## config.mk

```make
export PLATFORM = sky130hd
export DESIGN_NAME = mbist_engine
export DESIGN_NICKNAME = d
export VERILOG_FILES = /design/src/rtl/mbist_pkg.sv /design/src/rtl/mbist_prng.sv /design/src/rtl/mbist_seq.sv /design/src/rtl/mbist_engine.sv
export SDC_FILE = /design/constraint.sdc
export NUM_CORES = 1
export LEC_CHECK = 0
export BUFFER_PORTS_ARGS = -buffer_cell sky130_fd_sc_hd__buf_2
export CAP_MARGIN = 40
export CORE_MARGIN = 2
export CORE_UTILIZATION = 30
export CTS_BUF_LIST = sky130_fd_sc_hd__clkbuf_16
export DETAILED_ROUTE_END_ITERATION = 8
export MAX_ROUTING_LAYER = met4
export PLACE_DENSITY = 0.44
export SETUP_SLACK_MARGIN = 0.5
export SYNTH_ARGS = -nofsm -noshare
export SYNTH_HDL_FRONTEND = slang
export SYNTH_SLANG_ARGS = --single-unit
export TNS_END_PERCENT = 20
```

## constraint.sdc

```tcl
create_clock -name clk -period 10.1 [get_ports clk]
set_clock_uncertainty 0.15 [all_clocks]
set_input_delay 1.515 -clock clk [delete_from_list [all_inputs] [get_ports clk]]
set_output_delay 1.515 -clock clk [all_outputs]
set_load 0.02 [all_outputs]
```

## src/rtl/mbist_pkg.sv

```systemverilog
`timescale 1ns/1ps
package mbist_pkg;

  typedef enum logic [2:0] {
    ST_IDLE, ST_WREQ, ST_WDATA, ST_WAIT, ST_RREQ, ST_RDATA, ST_NEXT
  } mbist_st_e;

  typedef struct packed {
    logic [15:0] hi;
    logic [15:0] lo;
  } prng_st_t;

  // one iteration of the 32-bit state; the output sum is formed elsewhere
  function automatic prng_st_t prng_advance(input prng_st_t s);
    prng_st_t   n;
    logic [15:0] t;
    t    = s.hi ^ s.lo;
    n.lo = {s.lo[2:0], s.lo[15:3]} ^ t ^ {t[10:0], 5'b0};
    n.hi = {t[5:0], t[15:6]};
    return n;
  endfunction

endpackage

```

## src/rtl/mbist_prng.sv

```systemverilog
`timescale 1ns/1ps
module mbist_prng
  import mbist_pkg::*;
(
  input  logic        clk,
  input  logic        rst_n,
  input  logic        load,
  input  logic [31:0] seed,
  input  logic        take,
  input  logic        restore,
  input  logic        adv,
  output logic [7:0]  byte_o
);

  prng_st_t    st_q, snap_q;
  logic [15:0] sum;

  always_ff @(posedge clk or negedge rst_n) begin
    if (!rst_n) begin
      st_q <= '0;
    end else if (load) begin
      st_q <= seed;
    end else if (restore) begin
      st_q <= snap_q;
    end else if (adv) begin
      st_q <= prng_advance(st_q);
    end
  end

  // block-start checkpoint, replayed for the compare burst
  always_ff @(posedge clk or negedge rst_n) begin
    if (!rst_n)    snap_q <= '0;
    else if (take) snap_q <= st_q;
  end

  assign sum    = st_q.lo + st_q.hi;
  assign byte_o = sum[15:8];

  // checkpoint held while the block's write burst runs
  a_r4_snap_stable: assert property (@(posedge clk) disable iff (!rst_n)
    (adv && !take) |=> $stable(snap_q));

endmodule

```

## src/rtl/mbist_seq.sv

```systemverilog
`timescale 1ns/1ps
module mbist_seq
  import mbist_pkg::*;
#(
  parameter  int BLOCKS      = 65536,
  parameter  int BLOCK_BYTES = 128,
  parameter  int DLY_W       = 16,
  localparam int BW          = $clog2(BLOCKS),
  localparam int IW          = $clog2(BLOCK_BYTES),
  localparam int AW          = BW + IW
)(
  input  logic             clk,
  input  logic             rst_n,
  input  logic             start,
  input  logic [DLY_W-1:0] wait_cycles,
  input  logic             req_ready,
  input  logic             wd_ready,
  input  logic             rd_valid,
  output logic             req_valid,
  output logic             req_write,
  output logic [AW-1:0]    req_addr,
  output logic             wd_valid,
  output logic             rd_ready,
  output logic [AW-1:0]    byte_addr,
  output logic             wr_beat,
  output logic             rd_beat,
  output logic             launch,
  output logic             take_snap,
  output logic             restore,
  output logic             done,
  output logic             busy
);

  localparam logic [IW-1:0]    LAST_BEAT = IW'(BLOCK_BYTES - 1);
  localparam logic [DLY_W-1:0] DLY_ONE   = DLY_W'(1);

  generate
    if ((1 << BW) != BLOCKS || (1 << IW) != BLOCK_BYTES || BW < 1 || IW < 1)
      $error("BLOCKS and BLOCK_BYTES must be powers of two of at least 2");
  endgenerate

  mbist_st_e        st_q;
  logic [BW-1:0]    blk_q;
  logic [IW-1:0]    beat_q;
  logic [DLY_W-1:0] dly_cfg_q, dly_q;
  logic             done_q;

  always_ff @(posedge clk or negedge rst_n) begin
    if (!rst_n) begin
      st_q      <= ST_IDLE;
      blk_q     <= '0;
      beat_q    <= '0;
      dly_cfg_q <= '0;
      dly_q     <= '0;
      done_q    <= 1'b0;
    end else begin
      case (st_q)
        ST_IDLE: if (start) begin
          st_q      <= ST_WREQ;
          blk_q     <= '1;
          done_q    <= 1'b0;
          dly_cfg_q <= wait_cycles;
        end
        ST_WREQ: if (req_ready) begin
          st_q   <= ST_WDATA;
          beat_q <= '0;
        end
        ST_WDATA: if (wd_ready) begin
          beat_q <= beat_q + 1'b1;
          if (beat_q == LAST_BEAT) begin
            if (dly_cfg_q == '0) begin
              st_q <= ST_RREQ;
            end else begin
              st_q  <= ST_WAIT;
              dly_q <= dly_cfg_q;
            end
          end
        end
        ST_WAIT: begin
          dly_q <= dly_q - 1'b1;
          if (dly_q == DLY_ONE) st_q <= ST_RREQ;
        end
        ST_RREQ: if (req_ready) begin
          st_q   <= ST_RDATA;
          beat_q <= '0;
        end
        ST_RDATA: if (rd_valid) begin
          beat_q <= beat_q + 1'b1;
          if (beat_q == LAST_BEAT) st_q <= ST_NEXT;
        end
        ST_NEXT: begin
          if (blk_q == '0) begin
            st_q   <= ST_IDLE;
            done_q <= 1'b1;
          end else begin
            blk_q <= blk_q - 1'b1;
            st_q  <= ST_WREQ;
          end
        end
        default: st_q <= ST_IDLE;
      endcase
    end
  end

  assign req_valid = (st_q == ST_WREQ) || (st_q == ST_RREQ);
  assign req_write = (st_q == ST_WREQ);
  assign req_addr  = {blk_q, {IW{1'b0}}};
  assign wd_valid  = (st_q == ST_WDATA);
  assign rd_ready  = (st_q == ST_RDATA);
  assign byte_addr = {blk_q, beat_q};
  assign wr_beat   = wd_valid && wd_ready;
  assign rd_beat   = rd_ready && rd_valid;
  assign launch    = (st_q == ST_IDLE) && start;
  assign take_snap = (st_q == ST_WREQ);
  assign restore   = (st_q == ST_RREQ);
  assign done      = done_q;
  assign busy      = (st_q != ST_IDLE);

  // request held with stable payload under back-pressure
  a_r8_req_hold: assert property (@(posedge clk) disable iff (!rst_n)
    (req_valid && !req_ready) |=> (req_valid && $stable(req_addr) && $stable(req_write)));

  // wait state never entered or kept with an exhausted counter
  a_r6_wait_live: assert property (@(posedge clk) disable iff (!rst_n)
    (st_q == ST_WAIT) |-> (dly_q != '0));

  // completion and activity are exclusive
  a_r1_done_idle: assert property (@(posedge clk) disable iff (!rst_n)
    done |-> !busy);

  // block 0 is the final block of a run
  a_r2_last_block: assert property (@(posedge clk) disable iff (!rst_n)
    (st_q == ST_NEXT && blk_q == '0) |=> (done && !busy));

  // start while running leaves the block index alone
  a_r1_start_ignored: assert property (@(posedge clk) disable iff (!rst_n)
    (busy && start && st_q != ST_NEXT) |=> $stable(blk_q));

endmodule

```

## src/rtl/mbist_engine.sv

```systemverilog
`timescale 1ns/1ps
module mbist_engine
  import mbist_pkg::*;
#(
  parameter  int BLOCKS      = 65536,
  parameter  int BLOCK_BYTES = 128,
  parameter  int DLY_W       = 16,
  parameter  int ERR_W       = 32,
  localparam int ADDR_W      = $clog2(BLOCKS) + $clog2(BLOCK_BYTES)
)(
  input  logic              clk,
  input  logic              rst_n,
  input  logic              start,
  input  logic              mode_addr,
  input  logic [31:0]       seed,
  input  logic [DLY_W-1:0]  wait_cycles,
  output logic              req_valid,
  input  logic              req_ready,
  output logic              req_write,
  output logic [ADDR_W-1:0] req_addr,
  output logic              wd_valid,
  input  logic              wd_ready,
  output logic [7:0]        wd_data,
  input  logic              rd_valid,
  output logic              rd_ready,
  input  logic [7:0]        rd_data,
  output logic              done,
  output logic              busy,
  output logic [ERR_W-1:0]  err_count
);

  localparam int               NSL     = (ADDR_W + 7) / 8;
  localparam logic [ERR_W-1:0] ERR_MAX = '1;

  logic [ADDR_W-1:0] byte_addr;
  logic              wr_beat, rd_beat, launch, take_snap, restore;
  logic [7:0]        prng_byte, fold_byte, pattern;
  logic              mode_q;
  logic [7:0]        fold_seed_q;
  logic [ERR_W-1:0]  err_q;
  logic [8*NSL-1:0]  addr_ext;

  mbist_seq #(
    .BLOCKS(BLOCKS), .BLOCK_BYTES(BLOCK_BYTES), .DLY_W(DLY_W)
  ) u_seq (
    .clk(clk), .rst_n(rst_n), .start(start), .wait_cycles(wait_cycles),
    .req_ready(req_ready), .wd_ready(wd_ready), .rd_valid(rd_valid),
    .req_valid(req_valid), .req_write(req_write), .req_addr(req_addr),
    .wd_valid(wd_valid), .rd_ready(rd_ready), .byte_addr(byte_addr),
    .wr_beat(wr_beat), .rd_beat(rd_beat), .launch(launch),
    .take_snap(take_snap), .restore(restore), .done(done), .busy(busy)
  );

  mbist_prng u_prng (
    .clk(clk), .rst_n(rst_n), .load(launch), .seed(seed),
    .take(take_snap), .restore(restore), .adv(wr_beat || rd_beat),
    .byte_o(prng_byte)
  );

  always_ff @(posedge clk or negedge rst_n) begin
    if (!rst_n) begin
      mode_q      <= 1'b0;
      fold_seed_q <= '0;
    end else if (launch) begin
      mode_q      <= mode_addr;
      fold_seed_q <= seed[7:0];
    end
  end

  assign addr_ext = (8*NSL)'(byte_addr);

  always_comb begin
    fold_byte = fold_seed_q;
    for (int i = 0; i < NSL; i++) fold_byte = fold_byte ^ addr_ext[8*i +: 8];
  end

  assign pattern = mode_q ? fold_byte : prng_byte;
  assign wd_data = pattern;

  always_ff @(posedge clk or negedge rst_n) begin
    if (!rst_n)                                                  err_q <= '0;
    else if (launch)                                             err_q <= '0;
    else if (rd_beat && rd_data != pattern && err_q != ERR_MAX)  err_q <= err_q + 1'b1;
  end

  assign err_count = err_q;

  // write byte held under back-pressure
  a_r8_wd_hold: assert property (@(posedge clk) disable iff (!rst_n)
    (wd_valid && !wd_ready) |=> (wd_valid && $stable(wd_data)));

  // saturated count stays put until a new run
  a_r7_saturate: assert property (@(posedge clk) disable iff (!rst_n)
    (err_q == ERR_MAX && !launch) |=> (err_q == ERR_MAX));

  // count only grows within a run, one step at a time
  a_r7_monotonic: assert property (@(posedge clk) disable iff (!rst_n)
    !launch |=> (err_q >= $past(err_q) && err_q - $past(err_q) <= 1));

  // count only changes on an accepted read beat
  a_r8_rd_only_beat: assert property (@(posedge clk) disable iff (!rst_n)
    (!rd_beat && !launch) |=> $stable(err_q));

endmodule

```

==> impl_metrics.json <==
{
  "fmax_ghz": 0.1989,
  "drv_cap": 0,
  "floorplan.io_pins": 132,
  "antenna_found_initial": 1,
  "synth-seq-cells": 164,
  "post_cts_buffers": 0,
  "slew_violations": 0,
  "grt_pass1_wl_mm": 46.82,
  "async_reset_ff_share_pct": 100.0,
  "p_leak_uw": 0.004995,
  "cts.sinks": 164,
  "regArea_um2": 4104,
  "cts_buffers": 17,
  "worst_pin_slew_ps": 926.5,
  "initial_utilization_pct": 30.21,
  "gr-total-overflow": 0,
  "path_class": "reg -> out",
  "wire_per_inst_um": 18.09,
  "syn_inst": 1107,
  "routed_via_density": 4.965,
  "end_kind": "output port",
  "grt_max_degree": 73,
  "synth_area_per_cell_um2": 8.812,
  "hold-worst-slack_ps": 343.9,
  "syn_to_final_growth_pct": 15.40,
  "multi_input_area_um2": 5179,
  "drive_above_1_share_pct": 18.93,
  "critPathLaunchType": "flop",
  "fin_crit_ps": 5028,
  "hold_buffers": 0,
  "wl_mm": 29.70,
  "dieHeight_um": 184.3,
  "slew-limit-headroom_pct": 37.79,
  "htreeDepth": 4,
  "hold_viol": 0,
  "synth_xor_area_share_pct": 6.965,
  "fillers": 3351,
  "synth_edf_count": 0,
  "synthAdderAreaFrac_pct": 2.668,
  "route.vias.total": 8152,
  "worst-path-max-fanout": 6,
  "clk_pin_slew_ps": 70,
  "cts-root-buf": "clkbuf_16",
  "p_per_area_nw_per_um2": 354.2,
  "period_share_pct": 49.79,
  "ys_seq_area_share_pct": 42.07,
  "yosys.area_share.simple_pct": 20.66,
  "synth_top_family_by_area": "simple AND/OR/NAND/NOR gates",
  "min_path_type": "reg -> reg",
  "coreArea_um2": 32290,
  "gp_congestion": 0.8363,
  "drtPass1Iterations": 5,
  "ant_nets": 0,
  "drt_iter0_drc": 483,
  "dp_hpwl_mm": 20.96,
  "setup_viol": 0,
  "clk_path_buf_depth": 2,
  "synth_compound_area_share_pct": 16.41,
  "synth_cell_type_count": 71,
  "cts_resized": 0,
  "std_cell_rows": 66,
  "synth_ff_type": "dfrtp_1",
  "cp.arrival_ps": 3360,
  "peakVddDrop_v": 0.0001460,
  "drc": 0,
  "ys_warn_count": 0,
  "slowest_delay_ps": 430,
  "cpMaxStageDelayCell": "dfrtp_1",
  "fin_tns_setup_ps": 0,
  "cts_tree": "yes",
  "worstSkewPairLatency_ps": 450,
  "fin_nets": 1269,
  "rsz0062_at_grt": "no",
  "io_buffers": 124,
  "die_area_um2": 33970,
  "chipWidth_um": 184.3,
  "status": "finished, final reports clean",
  "synth_area_um2": 9754,
  "crit_required_ps": 8440,
  "grt_use_total_pct": 18.57,
  "crit_top_cell": "a21oi_1",
  "path_cells": "ha_1, o21a_1, o211ai_1, a211oi_1, or2_1, a21oi_2, inv_1, a21oi_1, xor2_1, nor2_1, a21oi_1, buf_2",
  "grt_pass1_vias": 7882,
  "synth.area.mux_share_pct": 5.900
}
-- path summary, 6_finish.rpt --
path                                            start                              to  slack, ps  cells after the start
setup / recovery           u_prng.st_q[4]$_DFFE_PN0P_                      wd_data[7]       5070                     12
hold / removal             u_seq.dly_q[5]$_DFFE_PN0P_      u_seq.dly_q[5]$_DFFE_PN0P_        340                      1
setup reg to reg           u_prng.st_q[4]$_DFFE_PN0P_        err_count[0]$_DFFE_PN0P_       5660                     13
hold reg to reg            u_seq.dly_q[5]$_DFFE_PN0P_      u_seq.dly_q[5]$_DFFE_PN0P_        340                      1
max in group asynchronous                       rst_n  u_seq.dly_cfg_q[4]$_DFFE_PN0P_       7820                      3
min in group asynchronous                       rst_n      fold_seed_q[7]$_DFFE_PN0P_        840                      1
-- cell usage after synthesis (all sizes together), types with 3 or more instances --
| master | n | area, µm² |
|---|---|---|
| a211o | 8 | 70.07 |
| a211oi | 11 | 82.58 |
| a21o | 8 | 60.06 |
| a21oi | 76 | 399.1 |
| a221o | 17 | 170.2 |
| a22o | 5 | 43.79 |
| a311oi | 3 | 32.53 |
| a31oi | 10 | 62.56 |
| and2 | 8 | 52.55 |
| and3 | 29 | 181.4 |
| buf | 40 | 279.0 |
| clkbuf | 44 | 165.2 |
| dfrtp | 164 | 4104 |
| ha | 20 | 250.2 |
| inv | 19 | 71.32 |
| mux2 | 41 | 465.4 |
| mux2i | 11 | 110.1 |
| nand2 | 200 | 750.7 |
| nand2b | 6 | 37.54 |
| nand3 | 36 | 180.2 |
| nand4 | 7 | 43.79 |
| nor2 | 91 | 341.6 |
| nor2b | 4 | 25.02 |
| nor3 | 26 | 130.1 |
| nor3b | 6 | 45.04 |
| nor4 | 12 | 96.34 |
| o211ai | 20 | 150.1 |
| o21a | 4 | 30.03 |
| o21ai | 61 | 305.3 |
| o22ai | 3 | 18.77 |
| o31ai | 5 | 37.54 |
| or2 | 5 | 31.28 |
| or3 | 7 | 43.79 |
| xnor2 | 52 | 455.4 |
| xor2 | 23 | 201.4 |
-- metrics by stage --
step | instance area (µm²) | std cells | power, µW | setup slack [ps] | utilization, %
5_1_grt | 11260 | 1642 | 4316 | 4854 | 34.86
3_3_place_gp | 10620 | 1606 | 3348 | 5572 | 32.88
2_1_floorplan | 9777 | 1113 | 2691 | 5817 | -
4_1_cts | 11250 | 1641 | 4023 | 5087 | 34.86
6_report | 11260 | 1642 | 3987 | 5072 | 34.86
3_5_place_dp | 10680 | 1609 | 3339 | 5548 | 33.07
-- critical path, delay by kind of cell, from the launching register on --
kind / cells / cell delay (ps)
xor+xnor: 1 / 150
buf+inv: 2 / 270
fa+ha+maj: 1 / 430
simple gates: 2 / 360
flops: 1 / 430
compound gates: 6 / 1270
-- logic make-up after synthesis --
logic type | Yosys count
AND/OR/NAND/NOR | 444
other | 1
multiplexers | 52
adder cells (fa/ha/maj) | 21
buffers and inverters | 103
XOR/XNOR | 76
flip-flops | 164
AO/OA/AOI/OAI | 246
-- area by class of cell --
class | instances | area share [%]
inverters | 19 | 0.6335
multi-input cells | 846 | 46.00
diodes | 1 | 0.02223
well taps | 442 | 4.913
clock buffers | 17 | 3.779
flip-flops and latches | 164 | 36.46
clock inverters | 15 | 1.334
repair buffers | 138 | 6.858
-- registers in the layout, indices dropped and copies added (netlist names), 3 cells and up --
| register | count |
|---|---|
| err_count | 32 |
| fold_seed_q | 8 |
| u_prng.snap_q | 32 |
| u_prng.st_q | 32 |
| u_seq.beat_q | 7 |
| u_seq.blk_q | 16 |
| u_seq.dly_cfg_q | 16 |
| u_seq.dly_q | 16 |
| u_seq.st_q | 3 |
-- cell usage in the layout, fill, tap and decap left out, types with 29 or more instances in the layout --
cell type,synthesis,layout
buf_2,10,123
o21ai_0,56,56
dfrtp_1,164,164
mux2_2,38,38
nor2_1,91,90
and3_1,29,29
a21oi_1,73,73
nand2_1,200,199
xnor2_1,52,52
nand3_1,36,35
-- where the power goes --
| part | leakage [µW] | total, µW | internal (µW) | switching, µW |
|---|---|---|---|---|
| registers | 0.00196 | 1080 | 874 | 211 |
| clock network | 0.000275 | 656 | 346 | 310 |
| logic | 0.00276 | 2250 | 885 | 1360 |
| total | 0.00499 | 3990 | 2110 | 1880 |
-- layer usage --
layer / up-vias / share of wire, % / GRT usage [%]
met5: - / 0 / -
met4: 0 / 1.6 / 5.152
met3: 23 / 3.8 / 3.280
met2: 190 / 44 / 26.80
met1: 3917 / 50 / 26.59
li1: 4022 / - / -
Note: power is estimated with default switching activity, not from simulation.
